===== config.mk =====
export PLATFORM = sky130hd
export DESIGN_NAME = qnf_front
export DESIGN_NICKNAME = d
export VERILOG_FILES = /design/src/rtl/qnf_pkg.sv /design/src/rtl/qnf_edge.sv /design/src/rtl/qnf_nibasm.sv /design/src/rtl/qnf_stat.sv /design/src/rtl/qnf_front.sv
export SDC_FILE = /design/constraint.sdc
export NUM_CORES = 1
export LEC_CHECK = 0
export ABC_AREA = 1
export BUFFER_PORTS_ARGS = -buffer_cell sky130_fd_sc_hd__buf_4
export CAP_MARGIN = 5
export CORE_ASPECT_RATIO = 1.25
export CORE_MARGIN = 3
export CORE_UTILIZATION = 50
export DETAILED_ROUTE_END_ITERATION = 7
export HOLD_SLACK_MARGIN = 0.06
export PLACE_DENSITY = 0.74
export RECOVER_POWER = 25
export SLEW_MARGIN = 20
export SYNTH_ARGS = -nofsm -noshare
export SYNTH_HDL_FRONTEND = slang
export SYNTH_SLANG_ARGS = --single-unit

===== constraint.sdc =====
create_clock -name clk -period 1.37 [get_ports clk]
set_clock_uncertainty 0.2 [all_clocks]
set_input_delay 0.0685 -clock clk [delete_from_list [all_inputs] [get_ports clk]]
set_output_delay 0.0685 -clock clk [all_outputs]
set_load 0.01 [all_outputs]

===== src/rtl/qnf_pkg.sv =====
package qnf_pkg;
  localparam logic [7:0] OP_WREN = 8'h06;
  localparam logic [7:0] OP_WRDI = 8'h04;
  localparam logic [7:0] OP_RDSR = 8'h05;
  localparam logic [7:0] OP_SUSP = 8'hB0;

  // status bit positions
  localparam int ST_BUSY = 0;
  localparam int ST_WEL  = 1;
  localparam int ST_PSUS = 6;
  localparam int ST_ESUS = 7;

  // opcodes that may only run with the write-enable latch set
  function automatic logic needs_wel(input logic [7:0] op);
    case (op)
      8'h20, 8'hD8, 8'hC7, 8'h02, 8'hA5, 8'h85, 8'h42, 8'h8D: needs_wel = 1'b1;
      default: needs_wel = 1'b0;
    endcase
  endfunction
endpackage


===== src/rtl/qnf_edge.sv =====
module qnf_edge #(
  parameter int NIB_W = 4
) (
  input  logic             clk,
  input  logic             rst,
  input  logic             sck,
  input  logic             csn,
  input  logic [NIB_W-1:0] sio_in,
  output logic             sck_rise,
  output logic             sck_fall,
  output logic             cs_act,
  output logic             cs_up,
  output logic [NIB_W-1:0] sio_q
);
  logic sck_q, sck_p, csn_q, csn_p;

  always_ff @(posedge clk) begin
    if (rst) begin
      sck_q <= 1'b0;
      sck_p <= 1'b0;
      csn_q <= 1'b1;
      csn_p <= 1'b1;
      sio_q <= '0;
    end else begin
      sck_q <= sck;
      sck_p <= sck_q;
      csn_q <= csn;
      csn_p <= csn_q;
      sio_q <= sio_in;
    end
  end

  assign cs_act   = ~csn_q;
  assign cs_up    = csn_q & ~csn_p;
  assign sck_rise = sck_q & ~sck_p & ~csn_q;
  assign sck_fall = ~sck_q & sck_p & ~csn_q;
endmodule


===== src/rtl/qnf_nibasm.sv =====
module qnf_nibasm #(
  parameter int NIB_W = 4,
  localparam int BYTE_W = 2 * NIB_W
) (
  input  logic              clk,
  input  logic              rst,
  input  logic              rise,
  input  logic              cs_act,
  input  logic [NIB_W-1:0]  sio,
  output logic              cmd_done,
  output logic [BYTE_W-1:0] cmd_val,
  output logic              past_cmd
);
  logic             lo_ph;
  logic [NIB_W-1:0] hi_nib;

  always_ff @(posedge clk) begin
    if (rst) begin
      lo_ph    <= 1'b0;
      hi_nib   <= '0;
      past_cmd <= 1'b0;
      cmd_done <= 1'b0;
      cmd_val  <= '0;
    end else if (!cs_act) begin
      lo_ph    <= 1'b0;
      past_cmd <= 1'b0;
      cmd_done <= 1'b0;
    end else begin
      cmd_done <= 1'b0;
      if (rise) begin
        if (!lo_ph) begin
          hi_nib <= sio;
          lo_ph  <= 1'b1;
        end else begin
          lo_ph <= 1'b0;
          if (!past_cmd) begin
            cmd_done <= 1'b1;
            cmd_val  <= {hi_nib, sio};
            past_cmd <= 1'b1;
          end
        end
      end
    end
  end
endmodule


===== src/rtl/qnf_stat.sv =====
module qnf_stat #(
  parameter int NIB_W = 4,
  localparam int BYTE_W = 2 * NIB_W
) (
  input  logic              clk,
  input  logic              rst,
  input  logic              fall,
  input  logic              cs_act,
  input  logic              start,
  input  logic [BYTE_W-1:0] stat,
  output logic [NIB_W-1:0]  sio_out,
  output logic              sio_oe
);
  logic             rd_act, lo_next;
  logic [NIB_W-1:0] lo_snap;

  always_ff @(posedge clk) begin
    if (rst) begin
      rd_act  <= 1'b0;
      lo_next <= 1'b0;
      lo_snap <= '0;
      sio_out <= '0;
      sio_oe  <= 1'b0;
    end else if (!cs_act) begin
      rd_act  <= 1'b0;
      lo_next <= 1'b0;
      sio_oe  <= 1'b0;
    end else begin
      if (start) rd_act <= 1'b1;
      if (fall && rd_act) begin
        sio_oe <= 1'b1;
        if (!lo_next) begin
          sio_out <= stat[BYTE_W-1:NIB_W];
          lo_snap <= stat[NIB_W-1:0];
          lo_next <= 1'b1;
        end else begin
          sio_out <= lo_snap;
          lo_next <= 1'b0;
        end
      end
    end
  end
endmodule


===== src/rtl/qnf_front.sv =====
module qnf_front
  import qnf_pkg::*;
#(
  parameter int NIB_W = 4,
  localparam int BYTE_W = 2 * NIB_W
) (
  input  logic              clk,
  input  logic              rst,
  input  logic              sck,
  input  logic              csn,
  input  logic [NIB_W-1:0]  sio_in,
  output logic [NIB_W-1:0]  sio_out,
  output logic              sio_oe,
  input  logic              busy_i,
  input  logic              esus_i,
  input  logic              psus_i,
  output logic              wel,
  output logic              cmd_stb,
  output logic [BYTE_W-1:0] cmd_code,
  output logic              cmd_permit
);
  logic              sck_rise, sck_fall, cs_act, cs_up;
  logic [NIB_W-1:0]  sio_q;
  logic              cmd_done, past_cmd;
  logic [BYTE_W-1:0] cmd_val;
  logic              pend_set, pend_clr;
  logic [BYTE_W-1:0] stat;
  logic              rd_start;

  qnf_edge #(.NIB_W(NIB_W)) u_edge (
    .clk(clk), .rst(rst), .sck(sck), .csn(csn), .sio_in(sio_in),
    .sck_rise(sck_rise), .sck_fall(sck_fall), .cs_act(cs_act),
    .cs_up(cs_up), .sio_q(sio_q)
  );

  qnf_nibasm #(.NIB_W(NIB_W)) u_asm (
    .clk(clk), .rst(rst), .rise(sck_rise), .cs_act(cs_act), .sio(sio_q),
    .cmd_done(cmd_done), .cmd_val(cmd_val), .past_cmd(past_cmd)
  );

  always_comb begin
    stat          = '0;
    stat[ST_BUSY] = busy_i;
    stat[ST_WEL]  = wel;
    stat[ST_PSUS] = psus_i;
    stat[ST_ESUS] = esus_i;
  end

  assign rd_start = cmd_done && (cmd_val == BYTE_W'(OP_RDSR));

  qnf_stat #(.NIB_W(NIB_W)) u_stat (
    .clk(clk), .rst(rst), .fall(sck_fall), .cs_act(cs_act),
    .start(rd_start), .stat(stat), .sio_out(sio_out), .sio_oe(sio_oe)
  );

  always_ff @(posedge clk) begin
    if (rst) begin
      wel        <= 1'b0;
      pend_set   <= 1'b0;
      pend_clr   <= 1'b0;
      cmd_stb    <= 1'b0;
      cmd_code   <= '0;
      cmd_permit <= 1'b0;
    end else begin
      cmd_stb <= 1'b0;
      if (!cs_act) begin
        if (cs_up) begin
          if (pend_set)      wel <= 1'b1;
          else if (pend_clr) wel <= 1'b0;
        end
        pend_set <= 1'b0;
        pend_clr <= 1'b0;
      end else begin
        if (sck_rise && past_cmd) begin
          pend_set <= 1'b0;
          pend_clr <= 1'b0;
        end
        if (cmd_done) begin
          if (cmd_val == BYTE_W'(OP_WREN)) begin
            pend_set <= !busy_i;
            pend_clr <= 1'b0;
          end else if (cmd_val == BYTE_W'(OP_WRDI)) begin
            pend_clr <= !busy_i;
            pend_set <= 1'b0;
          end else if (cmd_val != BYTE_W'(OP_RDSR)) begin
            if (!busy_i || cmd_val == BYTE_W'(OP_SUSP)) begin
              cmd_stb    <= 1'b1;
              cmd_code   <= cmd_val;
              cmd_permit <= !needs_wel(8'(cmd_val)) || wel;
            end
          end
        end
      end
    end
  end
endmodule


* Word level (Yosys, flattened, before mapping) *
Index checks and enable logic that the tools add are counted.
W data, S select, Z words.

operators by class
  equal/unequal tests = 13
  mux-type cells = 23
  bitwise logic cells = 17
  reduce and logical (&&, ||, !) cells = 19

operator list
  operator              number
  $eq A8 B8 Y1 const B  6
  $eq A8 B3 Y1 const B  3
  $mux W1               22
  $not A1 Y1            12
  $reduce_and A3 Y1     3
  $eq A8 B2 Y1 const B  1
  $eq A8 B6 Y1 const B  1
  $eq A8 B7 Y1 const B  1
  $ne A8 B3 Y1 const B  1
  $reduce_or A8 Y1      1
  $reduce_and A6 Y1     1
  $reduce_or A6 Y1      1
  $and A1 B1 Y1         5
  $mux W4               1
  $reduce_and A2 Y1     2
  $reduce_and A4 Y1     1
  $reduce_or A4 Y1      1
  $logic_and A1 B1 Y1   3
  $logic_not A1 Y1      2
  $logic_or A1 B1 Y1    2
  $reduce_bool A2 Y1    1
  $reduce_or A2 Y1      1

storage, ports and cells
  bits in registers = 45
  input port bits = 11
  output and inout port bits = 16
  word-level logic and storage cells = 93

* Depth between registers and ports, before layout *
  word-level depth = 12
  mapped depth = 9
  mapped depth without buffers = 9

* Modules after synthesis *
A second synthesis with hierarchy kept.

second synthesis, totals
  cells, all modules = 326
  area total of the unflattened synthesis = 2204.6 um^2

by module, submodules not included
  module      times used  cells an instance  area each (um^2)  sequential area each (um^2)
  qnf_front   1           131                853.3             260.2
  qnf_nibasm  1           87                 604.3             300.3
  qnf_stat    1           80                 506.7             220.2
  qnf_edge    1           28                 240.2             160.2

* Least setup slack after synthesis *
OpenSTA, ideal clock, no wires.

  path type = reg2reg
  from = register u_asm.cmd_val[4]
  to = register cmd_code[2]
  setup time = 113 ps
  data arrival time = 1130 ps
  required time = 1057 ps
  path slack = -72 ps
  stages on the path, launching flop included = 9
  path buffers = 0
  cell sequence = dfxtp_1 nor2_1 nand2_4 nor2_2 nor2_4 nand3_4 inv_4 nor2_1 nor2_1

between the ends
  longest elaborated chain between the ends = 3
  elaborated cells between the ends (all ways) = 8

RTL lines
  item                                              RTL line          RTL
  start: declaration                                qnf_nibasm.sv:11  output logic [BYTE_W-1:0] cmd_val,
  start signal: assignment                          qnf_nibasm.sv:38  cmd_val <= {hi_nib, sio};
  $eq A8 B8 Y1 (tied with other cells)              qnf_front.sv:86   if (!busy_i || cmd_val == BYTE_W'(OP_SUSP)) begin
  $logic_or A1 B1 Y1 or $not A1 Y1 (tied branches)  -
  $reduce_and A6 Y1 (no source line) (*)            -
  end signal: assignment                            qnf_front.sv:88   cmd_code <= cmd_val;
  end: declaration                                  qnf_front.sv:19   output logic [BYTE_W-1:0] cmd_code,

Mark *: on every way between the ends. The rest lies on a longest branch, timed or not.
A chain may end at the register's enable or synchronous reset.

* Worst setup path in the final report *
  from = register u_asm.cmd_val[0]
  to = register cmd_permit

between the ends
  longest elaborated chain between the ends = 12
  elaborated cells between the ends (all ways) = 27

RTL lines
  item                                  RTL line         RTL
  $eq A8 B6 Y1 (tied with other cells)  qnf_pkg.sv:15    case (op)
  $reduce_or A8 Y1                      qnf_pkg.sv:15
  $mux W1                               qnf_pkg.sv:15
  $mux W1                               qnf_front.sv:86
  $mux W1                               qnf_front.sv:85  end else if (cmd_val != BYTE_W'(OP_RDSR)) begin
  $mux W1                               qnf_front.sv:82  end else if (cmd_val == BYTE_W'(OP_WRDI)) begin
  $mux W1                               qnf_front.sv:79  if (cmd_val == BYTE_W'(OP_WREN)) begin
  $mux W1                               qnf_front.sv:78  if (cmd_done) begin
  $mux W1                               qnf_front.sv:66  if (!cs_act) begin
  $mux W1                               qnf_front.sv:57  if (rst) begin
  $logic_not A1 Y1                      qnf_front.sv:89  cmd_permit <= !needs_wel(8'(cmd_val)) || wel;
  $logic_or A1 B1 Y1                    qnf_front.sv:89
  end signal: assignment                qnf_front.sv:89
  end: declaration                      qnf_front.sv:20  output logic cmd_permit

Parallel ways exist; a longest one is shown, timed or not. The select of a mux whose other input is x is not followed.

==> impl_metrics.json <==
{
  "status": "finished, violations left",
  "violations": "negative setup slack",
  "timing.fmax_ghz": 0.641,
  "ys_ff_latch": 45,
  "dieArea_um2": 4370,
  "rrSetupSlack_ns": -0.19,
  "synth_edf_count": 0,
  "crit_type": "register to register",
  "cts_buffers": 5,
  "period_minus_slack_ns": 1.56,
  "grt_setup_unrepaired": "true",
  "ant_nets": 0,
  "synth_common_cells": "nor2_1 (55), dfxtp_1 (45), nand2_1 (37), inv_1 (24), a21oi_1 (21)",
  "netlist.area_leader.share_pct": 49.9,
  "cp.arrival_ns": 1.57,
  "gp_congestion": 0.900,
  "avgSynthCellArea_um2": 7.43,
  "ir_drop_mv": 1.07,
  "diodes": 0,
  "antenna_found_initial": 0,
  "synth_nets": 254,
  "ys_warn_count": 0,
  "hp-class": "input pin to register",
  "vias_per_cell": 5.45,
  "cts_max_path_buffers": 2,
  "vias": 1999,
  "grt_pass1_vias": 1821,
  "io_buffers": 26,
  "syn-cell-area_um2": 1810,
  "synth_area_leader_cell": "dfxtp_1",
  "max_slew_margin_pct": 68.5,
  "drc": 0,
  "gr-total-overflow": 0,
  "fin_crit_sh_pct": 114,
  "ios": 27,
  "min_to": "cmd_code[1]",
  "row_count": 23,
  "ff2ff_path_depth": 9,
  "synth_area_leaders": "dfxtp_1 (50%), nor2_1 (11%), nand2_1 (7.7%), a21oi_1 (5.8%), inv_1 (5.0%)",
  "dp_slack_ns": -0.149,
  "core_area_um2": 3340,
  "synthArstFlopShare_pct": 0,
  "wl_um": 5810,
  "cp.required_ns": 1.38,
  "tightest_slew_ns": 0.471,
  "finalNetCount": 340,
  "dp_hpwl_um": 2940,
  "tns_ns": -2.55,
  "synth.distinct_cells": 19,
  "yosysMostFrequentCell": "nor2_1",
  "power.density_cell_area_nw_per_um2": 799,
  "cts.sinks": 45,
  "hold_violations": 0,
  "reg2reg_from": "u_asm.cmd_val[0]",
  "grt_usage_pct": 24.0,
  "routedWlPerCell_um": 15.8,
  "firstDrtPassIters": 5,
  "insertion_delay_ns": 0.31,
  "startpoint_type": "register",
  "initial_utilization_pct": 54.1,
  "r2r_end": "cmd_permit",
  "drv_cap": 0,
  "clockRootBuffer": "clkbuf_8",
  "syn2layout_area_growth_pct": 60.2,
  "setup_ws_ns": -0.189,
  "synth_cells": 243,
  "worstHoldPathCells": 5,
  "ys.flop_type": "dfxtp_1",
  "min_from": "rst",
  "critPathMaxFanout": 6,
  "end_kind": "register",
  "power.leakage_uw": 0.00123,
  "grt_pass1_wl_um": 7850,
  "cts_tree": "yes",
  "clkTransAtPathRegs_ns": 0.09,
  "grt_max_degree": 23,
  "finalSetupViolCount": 32,
  "dieHeight_um": 73.2,
  "slew_viol_final": 0,
  "drive_gt1_share_pct": 44.8,
  "drt_iter0_markers": 146,
  "die_w_um": 59.7,
  "fin_total_pwr_uw": 2310,
  "h-tree-depth": 2,
  "seq_area_frac_synth_pct": 49.9
}
worst max-delay path: stages (launching register included):
cell and delay (ns):
dfxtp_4 0.40, nand2_4 0.07, inv_2 0.03, nand2_2 0.09, nor2_4 0.05, nor2_4 0.18, buf_6 0.14, nand4_1 0.08
nor2_1 0.15, nor2_1 0.07
where the power goes:
group / switching [uW] / leakage, uW / internal (uW) / total, uW
clock network: 467 / 0.0000385 / 362 / 828
registers: 11.1 / 0.000370 / 1320 / 1330
logic: 74.4 / 0.000824 / 80.4 / 155
total: 552 / 0.00123 / 1760 / 2310
cells in the final DEF (no fill, tap or decap):
cell type / count
dfxtp_1: 34
nand2_1: 26
or2_2: 1
a21oi_1: 15
inv_1: 17
nor2_2: 6
dlygate4sd3_1: 11
nand3_2: 4
nor2_4: 18
buf_12: 2
o21ai_1: 2
nand2_2: 10
nand3_1: 6
dfxtp_2: 7
clkbuf_8: 5
nand4_1: 12
inv_4: 5
nand3_4: 2
buf_6: 8
dlymetal6s4s_1: 2
clkinvlp_4: 1
nand2_4: 6
or2_4: 1
o21ai_0: 13
clkbuf_1: 5
nor2_1: 39
clkinv_4: 1
a21oi_2: 7
dfxtp_4: 4
buf_4: 56
inv_2: 4
layer usage:
metal | part of all wire (%) | wire (um) | GRT usage [%] | up-vias
met2 | 55 | 3180 | 42.4 | 82
met3 | 4.6 | 266 | 6.02 | 25
met4 | 4.1 | 238 | 12.8 | 0
met1 | 37 | 2120 | 25.4 | 938
met5 | 0 | 0 | 0 | -
li1 | - | - | - | 954
kinds of logic after synthesis:
kind of cell / after synthesis / share of synthesized area [%]
buffers and inverters: 31 / 6.65
DFF: 45 / 49.9
and+or+nand+nor: 130 / 33.0
AOI/OAI and AO/OA: 37 / 10.5
final cells by class:
class                           instances  area, um2
Inverter                               27        119
Clock inverter                          1       7.51
Clock buffer                            7       76.3
Fill cell                             191        447
Multi-Input combinational cell        168       1020
Tap cell                               37       46.3
Timing Repair Buffer                   82        697
Sequential cell                        45        925
what timing repair did:
action                     in CTS  in global routing
hold buffers                   15                  1
pin swaps                      16                 23
cloned                          1                  0
hold endpoints to repair       19                  3
resized for setup              30                 58
buffers inserted               12                  3
setup endpoints to repair      32                 36
worst max-delay path by stage:
stage / from / to / slack, ns / depth (start not counted)
finish: u_asm.cmd_val[0] / cmd_permit / -0.19 / 9
global route: u_asm.cmd_val[0] / cmd_permit / -0.26 / 9
CTS: u_asm.cmd_val[0] / cmd_permit / -0.07 / 9
detailed placement: u_asm.cmd_val[0] / cmd_code[2] / -0.15 / 8
global placement: u_asm.cmd_val[1] / cmd_code[5] / -0.10 / 9
floorplan: u_edge.sck_q / u_asm.cmd_val[2] / -0.01 / 8
flip-flops by register name (all words and copies together) (netlist names):
| signal | count |
|---|---|
| cmd_code | 8 |
| cmd_permit | 1 |
| cmd_stb | 1 |
| pend_clr | 1 |
| pend_set | 1 |
| u_asm.cmd_done | 1 |
| u_asm.cmd_val | 8 |
| u_asm.hi_nib | 4 |
| u_asm.lo_ph | 1 |
| u_asm.past_cmd | 1 |
| u_edge.csn_p | 1 |
| u_edge.csn_q | 1 |
| u_edge.sck_p | 1 |
| u_edge.sck_q | 1 |
| u_edge.sio_q | 4 |
| u_stat.lo_next | 1 |
| u_stat.lo_snap | 2 |
| u_stat.rd_act | 1 |
| u_stat.sio_oe | 1 |
| u_stat.sio_out | 4 |
| wel | 1 |
stage by stage:
step	hold slack [ns]	std cells	utilization, %	cell area (um2)
after global placement	0.0535	330	68.2	2280
after CTS	0.0917	366	81.0	2710
after detailed placement	0.0580	330	68.2	2280
after global routing	0.107	367	86.6	2890
after floorplan	-0.0624	243	-	1850
final	0.0975	367	86.6	2890
Power figures use the tool's default switching activity.
